===== src/rtl/sret_pkg.sv =====
package sret_pkg;

  typedef enum logic [1:0] {
    SRET_BYTE = 2'd0,
    SRET_CS1  = 2'd1,
    SRET_CS2  = 2'd2
  } sret_mode_e;

  localparam int PIN_N     = 4;
  localparam int PIN_BC_LO = 0;
  localparam int PIN_BC_HI = 1;
  localparam int PIN_CS1   = 2;
  localparam int PIN_CS2   = 3;

  // Which pins a mode takes over.
  function automatic logic [PIN_N-1:0] force_mask(sret_mode_e m);
    logic [PIN_N-1:0] r;
    r = '0;
    case (m)
      SRET_BYTE: begin r[PIN_BC_LO] = 1'b1; r[PIN_BC_HI] = 1'b1; end
      SRET_CS1:  begin r[PIN_CS1] = 1'b1; r[PIN_CS2] = 1'b1; end
      SRET_CS2:  r[PIN_CS2] = 1'b1;
      default:   r = '0;
    endcase
    return r;
  endfunction

  // Level driven on each taken-over pin during retention.
  function automatic logic [PIN_N-1:0] force_level(sret_mode_e m, logic park_high);
    logic [PIN_N-1:0] r;
    r = '0;
    case (m)
      SRET_BYTE: begin r[PIN_BC_LO] = 1'b1; r[PIN_BC_HI] = 1'b1; end
      SRET_CS1:  begin r[PIN_CS1] = 1'b1; r[PIN_CS2] = park_high; end
      SRET_CS2:  r[PIN_CS2] = 1'b0;
      default:   r = '0;
    endcase
    return r;
  endfunction

  // Recovery window in clock cycles, rounded up, never below one.
  function automatic int unsigned recovery_cycles(int unsigned khz, int unsigned us);
    longint unsigned p;
    p = (longint'(khz) * longint'(us) + 64'd999) / 64'd1000;
    if (p < 64'd1) p = 64'd1;
    return int'(p);
  endfunction

endpackage


===== src/rtl/sret_timer.sv =====
module sret_timer #(
  parameter int unsigned LOAD = 1
) (
  input  logic clk,
  input  logic rst,
  input  logic run,
  output logic open_d
);
  localparam int CW = $clog2(LOAD + 1);

  logic [CW-1:0] cnt_q, cnt_d;

  always_comb begin
    if (!run)
      cnt_d = CW'(LOAD);
    else if (cnt_q != '0)
      cnt_d = cnt_q - CW'(1);
    else
      cnt_d = '0;
  end

  // Window closes on the edge where the count reaches zero.
  assign open_d = run && (cnt_q <= CW'(1));

  always_ff @(posedge clk) begin
    if (rst) cnt_q <= CW'(LOAD);
    else     cnt_q <= cnt_d;
  end
endmodule


===== src/rtl/sret_ctrl.sv =====
module sret_ctrl (
  input  logic clk,
  input  logic rst,
  input  logic open_d,
  output logic ready,
  output logic hold
);
  logic ready_q, hold_q;

  always_ff @(posedge clk) begin
    if (rst) begin
      ready_q <= 1'b0;
      hold_q  <= 1'b1;
    end else begin
      ready_q <= open_d;
      hold_q  <= !open_d;
    end
  end

  assign ready = ready_q;
  assign hold  = hold_q;
endmodule


===== src/rtl/sret_pinmap.sv =====
module sret_pinmap #(
  parameter logic [3:0] MASK  = 4'b0011,
  parameter logic [3:0] LEVEL = 4'b0011
) (
  input  logic       clk,
  input  logic       rst,
  input  logic       open_d,
  output logic [3:0] pin_force,
  output logic [3:0] pin_level
);
  logic apply_d;
  assign apply_d = rst || !open_d;

  for (genvar i = 0; i < 4; i++) begin : g_pin
    if (MASK[i]) begin : g_taken
      logic f_q, l_q;
      always_ff @(posedge clk) begin
        f_q <= apply_d;
        l_q <= apply_d ? LEVEL[i] : 1'b0;
      end
      assign pin_force[i] = f_q;
      assign pin_level[i] = l_q;
    end else begin : g_free
      assign pin_force[i] = 1'b0;
      assign pin_level[i] = 1'b0;
    end
  end
endmodule


===== src/rtl/sret_top.sv =====
module sret_top #(
  parameter int unsigned          CLK_KHZ       = 50000,
  parameter int unsigned          HOLD_US       = 5000,
  parameter sret_pkg::sret_mode_e MODE          = sret_pkg::SRET_BYTE,
  parameter bit                   CS2_PARK_HIGH = 1'b0
) (
  input  logic       clk,
  input  logic       rst,
  input  logic       supply_ok,
  output logic [3:0] pin_force,
  output logic [3:0] pin_level,
  output logic       hold,
  output logic       ready
);
  localparam int unsigned LOAD_CYC   = sret_pkg::recovery_cycles(CLK_KHZ, HOLD_US);
  localparam logic [3:0]  FORCE_MASK = sret_pkg::force_mask(MODE);
  localparam logic [3:0]  FORCE_LVL  = sret_pkg::force_level(MODE, CS2_PARK_HIGH);

  logic open_d;

  sret_timer #(.LOAD(LOAD_CYC)) u_timer (
    .clk(clk), .rst(rst), .run(supply_ok), .open_d(open_d)
  );

  sret_ctrl u_ctrl (
    .clk(clk), .rst(rst), .open_d(open_d), .ready(ready), .hold(hold)
  );

  sret_pinmap #(.MASK(FORCE_MASK), .LEVEL(FORCE_LVL)) u_pins (
    .clk(clk), .rst(rst), .open_d(open_d),
    .pin_force(pin_force), .pin_level(pin_level)
  );
endmodule


===== config.mk =====
export PLATFORM = sky130hd
export DESIGN_NAME = sret_top
export DESIGN_NICKNAME = d
export VERILOG_FILES = /design/src/rtl/sret_pkg.sv /design/src/rtl/sret_timer.sv /design/src/rtl/sret_ctrl.sv /design/src/rtl/sret_pinmap.sv /design/src/rtl/sret_top.sv
export SDC_FILE = /design/constraint.sdc
export NUM_CORES = 1
export LEC_CHECK = 0
export BUFFER_PORTS_ARGS = -buffer_cell sky130_fd_sc_hd__buf_2
export CORE_UTILIZATION = 54
export DETAILED_ROUTE_END_ITERATION = 10
export PLACE_DENSITY = 0.75
export SLEW_MARGIN = 15
export SYNTH_ARGS = -nofsm -noshare
export SYNTH_HDL_FRONTEND = slang
export SYNTH_HIERARCHICAL = 1
export SYNTH_SLANG_ARGS = --single-unit

===== constraint.sdc =====
create_clock -name clk -period 3.05 [get_ports clk]
set_clock_uncertainty 0.15 [all_clocks]
set_input_delay 0.61 -clock clk [delete_from_list [all_inputs] [get_ports clk]]
set_output_delay 0.61 -clock clk [all_outputs]
set_load 0.02 [all_outputs]

==> impl_metrics.py, run 1 <==
metrics = {
    "status": {
        "status": "completed",
    },
    "place": {
        "pre_cts_slack_ps": 1126,
        "hpwl_mm": 1.276,
        "gp_congestion": 0.7801,
        "placed_area_mm2": 0.001015,
        "port_buffers": 8,
    },
    "timing": {
        "slew_violations": 0,
        "hold_viol": 0,
        "worst_slew_pin_slew_ps": 879.0,
        "slew_headroom_pct": 40.86,
        "fin_ws_ps": 1077,
        "finalSetupTns_ps": 0,
        "layout_min_cycle_time_ps": 1973,
        "grt_setup_unrepaired": "no",
        "final-setup-viol-count": 0,
        "fmax_mhz": 507.0,
        "min_period_over_period_pct": 64.67,
    },
    "clock_network": {
        "clock_latency_ps": 300,
        "ctsResizeCount": 0,
        "cts-root-buf": "clkbuf_4",
        "post_cts_buffers": 0,
        "cts_hold_buf": 0,
        "cts_sinks": 21,
        "clk_pin_slew_ps": 110,
        "tritoncts": "built",
        "cts.path.max_buffers": 2,
        "numCtsBuffers": 3,
        "htreeDepth": 1,
    },
    "route": {
        "dr.pass1.iters": 4,
        "wire_per_inst_um": 11.95,
        "drt_iter0_drc": 18,
        "routed_wl_mm": 1.685,
        "ant_nets": 0,
        "drc": 0,
        "via_count": 739,
        "vias_per_cell": 5.241,
    },
    "logic_synthesis": {
        "synth.distinct_cells": 26,
        "seq_area_frac_synth_pct": 41.90,
        "synth.largest_area_cell": "dfxtp_1",
        "synthTopCellsByArea": "dfxtp_1 (42%), xor2_1 (9.6%), buf_4 (6.7%)",
        "ys_ff_latch": 21,
        "syn-cell-area_mm2": 0.001003,
        "synth_area_per_cell_um2": 9.122,
        "netlist_instances": 110,
        "yosys_warnings": 6,
        "synth_top_cell_area_share_pct": 41.90,
    },
    "floorplan": {
        "initial_core_util_pct": 58.12,
        "fp-row-count": 15,
        "core_area_mm2": 0.001727,
        "ios": 13,
        "die_area_mm2": 0.002034,
        "dieWidth_um": 45.11,
        "chipHeight_um": 45.11,
    },
    "power_and_ir_drop": {
        "cellPowerDensity_mw_per_mm2": 447.7,
        "leakage_uw": 0.0003670,
        "peakVddDrop_v": 0.0002659,
    },
    "critical_path": {
        "crit_arrival_ps": 1980,
        "crit_path_cell_trace": "nor4_2, nand2_1, nor3_1, o21ai_0",
        "crit_fanout": 6,
        "cp-end-kind": "flop",
        "worst_path_max_delay_cell": "nor3_1",
        "max_stage_delay_ps": 530,
        "critPathLaunchType": "flop",
        "critPathKind": "flop to flop",
        "required_ps": 3050,
    },
    "finish": {
        "register_area_um2": 420.4,
        "drive_gt1_share_pct": 14.66,
        "syn2layout_area_growth_pct": 3.741,
        "finalNetCount": 123,
        "multi_input_area_um2": 504.2,
        "fin_area_mm2": 0.001041,
        "antennaDiodeCount": 0,
        "fill_cells": 154,
    },
    "min_path": {
        "hp-class": "input pin to flop",
    },
    "grt": {
        "grt.total_usage_pct": 20.27,
        "grt_pass1_wl_mm": 2.904,
        "grt_pass1_vias": 689,
        "grt_overflow": 0,
        "grt_max_degree": 12,
        "antenna_found_initial": 0,
    },
    "run": {
        "max_cap_violations": 0,
    },
}
## layer usage
layer	vias to the layer above	share of wire [%]	GRT usage [%]
met5	-	0	0
met4	0	0.89	10.30
met3	2	4.7	5.600
met2	21	49	31.88
met1	342	45	25.25
li1	374	-	-
## cell type report
| type | instances | share of cell area [%] |
|---|---|---|
| multi-input cells | 79 | 48.44 |
| flip-flops and latches | 21 | 40.38 |
| repair buffers | 9 | 4.567 |
| well taps | 25 | 3.005 |
| clock buffers | 4 | 2.524 |
| inverters | 3 | 1.082 |
## cells in the final DEF, fill, tap and decap left out, drive strengths merged, types with 2 or more instances in the layout
cell,instances
o31ai,2
nand2b,2
nor4,4
ha,3
inv,3
buf,9
nand3,4
nor3,6
xor2,11
xnor2,3
conb,4
clkbuf,4
dfxtp,21
nand4,5
nor2,15
nor2b,2
o21ai,8
or4,2
nand2,4
## cell families (layout without fill, tap and decap cells)
kind of cell | count (synthesis) | after routing | share of synthesized area (%)
other cells | 1 | 4 | 0.3737
compound gates | 11 | 11 | 5.983
flops | 21 | 21 | 41.89
xor+xnor | 14 | 14 | 12.22
simple gates | 47 | 47 | 26.81
fa+ha+maj | 3 | 3 | 3.741
buf+inv | 13 | 16 | 8.977
## per-stage QoR
stage          hold WS [ps]  power, µW  std cells  utilization, %
6_report              346.3      466.1        141           60.29
5_1_grt               335.5      490.0        141           60.29
4_1_cts               339.9      469.8        141           60.29
3_5_place_dp          338.8      342.0        137           58.77
3_3_place_gp          317.6      339.5        137           58.77
2_1_floorplan         301.1      336.1        113               -
## Yosys cell counts
master / n
nand2_1: 4
conb_1: 1
nor4_1: 1
nand4_1: 5
o21ai_0: 7
ha_1: 3
buf_4: 9
nor3_1: 6
xnor2_1: 3
a21oi_1: 1
dfxtp_1: 21
inv_1: 3
or4_1: 1
o31ai_1: 2
o21ai_1: 1
buf_6: 1
nor4_2: 3
nand3b_1: 1
nor2_1: 15
nand4b_1: 1
nand3_1: 4
or4_4: 1
nand2b_1: 2
nor3b_2: 1
nor2b_1: 2
xor2_1: 11
## worst paths after layout
kind	from	end	slack [ps]	depth (start not counted)
worst max register to register	u_timer/cnt_q[12]	u_timer/cnt_q[7]	1080	4
worst min register to register	u_timer/cnt_q[0]	u_timer/cnt_q[0]	360	1
worst max-delay path	u_timer/cnt_q[12]	u_timer/cnt_q[7]	1080	4
worst min-delay path	rst	u_ctrl/ready	350	2
## sequential cells by signal (all words and copies together) (netlist names)
| name | count |
|---|---|
| u_ctrl/hold | 1 |
| u_ctrl/ready | 1 |
| u_timer/cnt_q | 18 |
| u_pins/g_pin.g_taken.l_q | 1 |
## power breakdown
part / switching, µW / total, µW / internal, µW / leakage [µW]
logic: 29.7 / 47.9 / 18.2 / 0.000182
registers: 8.34 / 288 / 280 / 0.000171
clock network: 78.9 / 130 / 50.9 / 0.0000150
total: 117 / 466 / 349 / 0.000367
## critical path: cells and delay by family, from the launching register on
family	cells	cell delay, ps
flops	1	370
simple gates	3	1100
compound gates	1	200
Power figures use the tool's default switching activity.
==> inputs of run 2 (changes only) <==
--- a/config.mk
+++ b/config.mk
@@ -5,10 +5,11 @@
 export SDC_FILE = /design/constraint.sdc
 export NUM_CORES = 1
 export LEC_CHECK = 0
+export ABC_AREA = 1
 export BUFFER_PORTS_ARGS = -buffer_cell sky130_fd_sc_hd__buf_2
 export CORE_UTILIZATION = 54
 export DETAILED_ROUTE_END_ITERATION = 10
-export PLACE_DENSITY = 0.75
+export PLACE_DENSITY = 0.74
 export SLEW_MARGIN = 15
 export SYNTH_ARGS = -nofsm -noshare
 export SYNTH_HDL_FRONTEND = slang
==> constraint.sdc (replaced) <==
create_clock -name clk -period 1.9 [get_ports clk]
set_clock_uncertainty 0.15 [all_clocks]
set_input_delay 0.38 -clock clk [delete_from_list [all_inputs] [get_ports clk]]
set_output_delay 0.38 -clock clk [all_outputs]
set_load 0.02 [all_outputs]
==> impl_metrics.py, run 2 <==
metrics = {
    "route": {
        "drc": 0,
        "drt_iter0_drc": 17,
        "wire_per_inst_um": 10.61,
        "via_count": 944,
        "routed_wl_mm": 2.079,
        "vias_per_cell": 4.816,
        "ant_nets": 0,
        "dr.pass1.iters": 4,
    },
    "timing": {
        "hold_viol": 0,
        "grt_setup_unrepaired": "no",
        "finalSetupTns_ps": 0,
        "holdWs_ps": 95.85,
        "fmax_mhz": 600.8,
        "min_period_over_period_pct": 87.60,
        "final-setup-viol-count": 0,
        "slew_violations": 0,
        "layout_min_cycle_time_ps": 1664,
    },
    "finish": {
        "fill_cells": 204,
        "finalNetCount": 176,
        "syn2layout_area_growth_pct": 4.012,
        "mostFrequentLayoutCells": "nand2_1 (36), dfxtp_1 (21), nor2_1 (16)",
        "drive_gt1_share_pct": 30.18,
        "register_area_um2": 420.4,
        "top_register": "u_timer/cnt_q",
        "largest_reg_flops": 18,
        "final_common_cell": "nand2_1",
        "multi_input_area_um2": 664.4,
        "utilization_pct": 61.95,
        "antennaDiodeCount": 0,
    },
    "clock_network": {
        "clock_latency_ps": 310,
        "clk_pin_slew_ps": 120,
        "ctsResizeCount": 0,
        "cts.path.max_buffers": 2,
        "htreeDepth": 1,
        "tritoncts": "built",
        "cts_sinks": 21,
        "post_cts_buffers": 0,
        "cts-root-buf": "clkbuf_4",
        "numCtsBuffers": 3,
        "cts_hold_buf": 0,
    },
    "critical_path": {
        "worst_path_max_delay_cell": "dfxtp_1",
        "crit_buf_inv": 3,
        "critPathKind": "flop to flop",
        "max_stage_delay_ps": 360,
        "crit_path_cell_trace": "inv_1, ha_1, nand2_2, nor2_4, inv_2, nor2_2, nand2_1, a21oi_1, inv_1, nor2_2",
        "critPathLaunchType": "flop",
        "cp-end-kind": "flop",
        "cp_top_family": "simple AND/OR/NAND/NOR gates",
        "crit_arrival_ps": 1780,
        "required_ps": 2020,
        "crit_fanout": 3,
    },
    "grt": {
        "grt_overflow": 0,
        "grt_max_degree": 13,
        "grt_pass1_wl_mm": 3.636,
        "grt_pass1_vias": 858,
        "antenna_found_initial": 0,
        "grt.total_usage_pct": 19.56,
    },
    "place": {
        "hpwl_mm": 1.553,
        "port_buffers": 8,
        "gp_congestion": 0.7651,
    },
    "status": {
        "status": "completed",
    },
    "floorplan": {
        "core_area_mm2": 0.002042,
        "dieWidth_um": 49.46,
        "initial_core_util_pct": 59.56,
        "ios": 13,
        "fp-row-count": 16,
        "die_area_mm2": 0.002446,
        "chipHeight_um": 49.46,
    },
    "logic_synthesis": {
        "yosys_warnings": 6,
        "synth.largest_area_cell": "dfxtp_1",
        "ys_ff_latch": 21,
        "synth_top_flop_cell": "dfxtp_1",
        "syn-cell-area_mm2": 0.001216,
        "synth_area_per_cell_um2": 7.507,
        "synthTopCellsByArea": "dfxtp_1 (35%), nand2_1 (11%), nor2_2 (7.2%)",
        "ys_async_sr_fraction_pct": 0,
        "yosysMostFrequentCell": "nand2_1",
        "synth.distinct_cells": 26,
        "seq_area_frac_synth_pct": 34.57,
        "netlist_instances": 162,
        "synth_top_cell_area_share_pct": 34.57,
        "synthTopCellsByCount": "nand2_1 (36), dfxtp_1 (21), nor2_1 (16)",
        "synth_edf_count": 0,
    },
    "power_and_ir_drop": {
        "leakage_uw": 0.0005771,
        "peakVddDrop_v": 0.0004530,
        "cellPowerDensity_mw_per_mm2": 612.6,
    },
    "run": {
        "max_cap_violations": 0,
    },
    "min_path": {
        "hp-class": "input pin to flop",
    },
}
-- run 2: final timing paths --
| kind | from | endpoint | slack, ps | cells after the start |
|---|---|---|---|---|
| worst max register to register | u_timer/cnt_q[0] | u_ctrl/ready | 240 | 10 |
| worst min-delay path | rst | u_ctrl/ready | 100 | 2 |
| worst min register to register | u_timer/cnt_q[0] | u_timer/cnt_q[0] | 330 | 1 |
| worst max-delay path | u_timer/cnt_q[0] | u_ctrl/ready | 240 | 10 |
-- run 2: layout make-up --
class	count	share of cell area, %
well taps	27	2.671
clock buffers	3	1.780
clock inverters	1	0.3956
flip-flops and latches	21	33.23
inverters	19	5.638
repair buffers	9	3.759
multi-input cells	116	52.52
-- run 2: worst register-to-register path, stage by stage (launching register included) --
cell	delay, ps
dfxtp_1	360
inv_1	110
ha_1	200
nand2_2	100
nor2_4	140
inv_2	50
nor2_2	90
nand2_1	60
a21oi_1	210
inv_1	80
nor2_2	70
-- run 2: stage by stage --
stage / area (µm²) / setup WS [ps] / power (µW) / cells
floorplan: 1227 / 385.3 / 555.6 / 165
CTS: 1265 / 231.5 / 785.8 / 196
finish: 1265 / 235.6 / 775.0 / 196
global route: 1265 / 55.14 / 823.9 / 196
global placement: 1237 / 322.4 / 562.8 / 192
detailed placement: 1237 / 262.1 / 565.6 / 192
-- run 2: cell families after synthesis --
| group | share of synthesized area, % |
|---|---|
| xor gates and xnor gates | 4.321 |
| and+or+nand+nor | 42.70 |
| AOI/OAI and AO/OA | 3.292 |
| other | 0.3083 |
| buffers and inverters | 11.73 |
| adders and majority gates | 3.087 |
| DFF | 34.57 |
-- run 2: where the power goes --
group          leakage, µW  internal [µW]  switching [µW]
combinational     0.000389           31.4            66.0
sequential        0.000171            449            9.06
clock            0.0000177           78.7             140
-- run 2: metal layers --
metal  GRT usage [%]  vias to the layer above  share of wire (%)
met4           8.571                        0                1.4
met3           2.778                        3                2.4
met1           24.81                      423                 48
met5               0                        -                  0
met2           32.88                       16                 48
li1                -                      502                  -
==> inputs of run 3 (changes only) <==
--- a/config.mk
+++ b/config.mk
@@ -9,6 +9,7 @@
 export BUFFER_PORTS_ARGS = -buffer_cell sky130_fd_sc_hd__buf_2
 export CORE_UTILIZATION = 54
 export DETAILED_ROUTE_END_ITERATION = 10
+export MAX_ROUTING_LAYER = met4
 export PLACE_DENSITY = 0.74
 export SLEW_MARGIN = 15
 export SYNTH_ARGS = -nofsm -noshare
==> impl_metrics.py, run 3 (same netlist as run 2, synthesis figures left out) <==
metrics = {
    "status": {
        "status": "completed",
    },
    "floorplan": {
        "chipHeight_um": 49.46,
        "ios": 13,
        "core_area_mm2": 0.002042,
        "die_area_mm2": 0.002446,
        "initial_core_util_pct": 59.56,
        "dieWidth_um": 49.46,
        "fp-row-count": 16,
    },
    "finish": {
        "register_area_um2": 420.4,
        "finalNetCount": 176,
        "syn2layout_area_growth_pct": 4.012,
        "drive_gt1_share_pct": 30.18,
        "antennaDiodeCount": 0,
        "top_register": "u_timer/cnt_q",
        "fill_cells": 204,
        "final_common_cell": "nand2_1",
        "multi_input_area_um2": 664.4,
        "fin_area_mm2": 0.001265,
        "largest_reg_flops": 18,
        "mostFrequentLayoutCells": "nand2_1 (36), dfxtp_1 (21), nor2_1 (16)",
    },
    "route": {
        "ant_nets": 0,
        "dr.pass1.iters": 4,
        "routed_wl_mm": 2.088,
        "drc": 0,
        "vias_per_cell": 4.837,
        "wire_per_inst_um": 10.65,
        "drt_iter0_drc": 17,
        "via_count": 948,
    },
    "clock_network": {
        "clock_latency_ps": 310,
        "numCtsBuffers": 3,
        "clk_pin_slew_ps": 120,
        "cts.path.max_buffers": 2,
        "cts_sinks": 21,
        "ctsResizeCount": 0,
        "tritoncts": "built",
        "post_cts_buffers": 0,
        "cts_hold_buf": 0,
        "htreeDepth": 1,
        "cts-root-buf": "clkbuf_4",
    },
    "power_and_ir_drop": {
        "peakVddDrop_v": 0.0004532,
        "cellPowerDensity_mw_per_mm2": 613.5,
        "leakage_uw": 0.0005771,
    },
    "timing": {
        "finalSetupTns_ps": 0,
        "holdWs_ps": 96.31,
        "final-setup-viol-count": 0,
        "fin_ws_ps": 238.1,
        "fmax_mhz": 601.7,
        "layout_min_cycle_time_ps": 1662,
        "grt_setup_unrepaired": "no",
        "min_period_over_period_pct": 87.47,
        "slew_violations": 0,
        "hold_viol": 0,
    },
    "place": {
        "pre_cts_slack_ps": 262.1,
        "gp_congestion": 0.7752,
        "port_buffers": 8,
        "hpwl_mm": 1.553,
        "placed_area_mm2": 0.001237,
    },
    "min_path": {
        "hp-class": "input pin to flop",
    },
    "critical_path": {
        "worst_path_max_delay_cell": "dfxtp_1",
        "critPathKind": "flop to flop",
        "required_ps": 2020,
        "crit_buf_inv": 3,
        "max_stage_delay_ps": 360,
        "cp-end-kind": "flop",
        "critPathLaunchType": "flop",
        "crit_path_cell_trace": "inv_1, ha_1, nand2_2, nor2_4, inv_2, nor2_2, nand2_1, a21oi_1, inv_1, nor2_2",
        "crit_fanout": 3,
        "cp_top_family": "simple AND/OR/NAND/NOR gates",
        "crit_arrival_ps": 1780,
    },
    "grt": {
        "grt.total_usage_pct": 20.11,
        "antenna_found_initial": 0,
        "grt_pass1_wl_mm": 3.643,
        "grt_max_degree": 13,
        "grt_pass1_vias": 854,
        "grt_overflow": 0,
    },
    "run": {
        "max_cap_violations": 0,
    },
}
[run 3: final cells by class]
cell class              instances  share of cell area, %
flip-flops and latches         21                  33.23
well taps                      27                  2.671
multi-input cells             116                  52.52
clock buffers                   3                  1.780
inverters                      19                  5.638
repair buffers                  9                  3.759
clock inverters                 1                 0.3956
[run 3: per-layer routing]
metal / up-vias / track usage, % / share of wire, %
met5: - / - / 0
met4: 0 / 8.571 / 1.8
met3: 5 / 2.778 / 2.6
met2: 18 / 32.88 / 48
met1: 422 / 24.81 / 48
li1: 503 / - / -
[run 3: through the flow]
stage,power [µW],std cells,util (%)
2_1_floorplan,555.6,165,-
3_3_place_gp,562.8,192,60.60
3_5_place_dp,565.6,192,60.60
4_1_cts,785.8,196,61.95
5_1_grt,823.9,196,61.95
6_report,776.1,196,61.95
[run 3: final timing paths]
check | from | end | slack, ps | cells past startpoint
worst max-delay path | u_timer/cnt_q[0] | u_ctrl/ready | 240 | 10
worst min-delay path | rst | u_ctrl/ready | 100 | 2
worst max register to register | u_timer/cnt_q[0] | u_ctrl/ready | 240 | 10
worst min register to register | u_timer/cnt_q[0] | u_timer/cnt_q[0] | 330 | 1
[run 3: worst reg2reg max path, cell delays in order (launching register included)]
cell and delay [ps]:
dfxtp_1 360, inv_1 110, ha_1 200, nand2_2 100
nor2_4 140, inv_2 50, nor2_2 90, nand2_1 60
a21oi_1 210, inv_1 80, nor2_2 70
[run 3: power by group]
group,switching (µW),internal (µW)
clock network,142,78.7
logic,65.9,31.4
registers,9.02,449
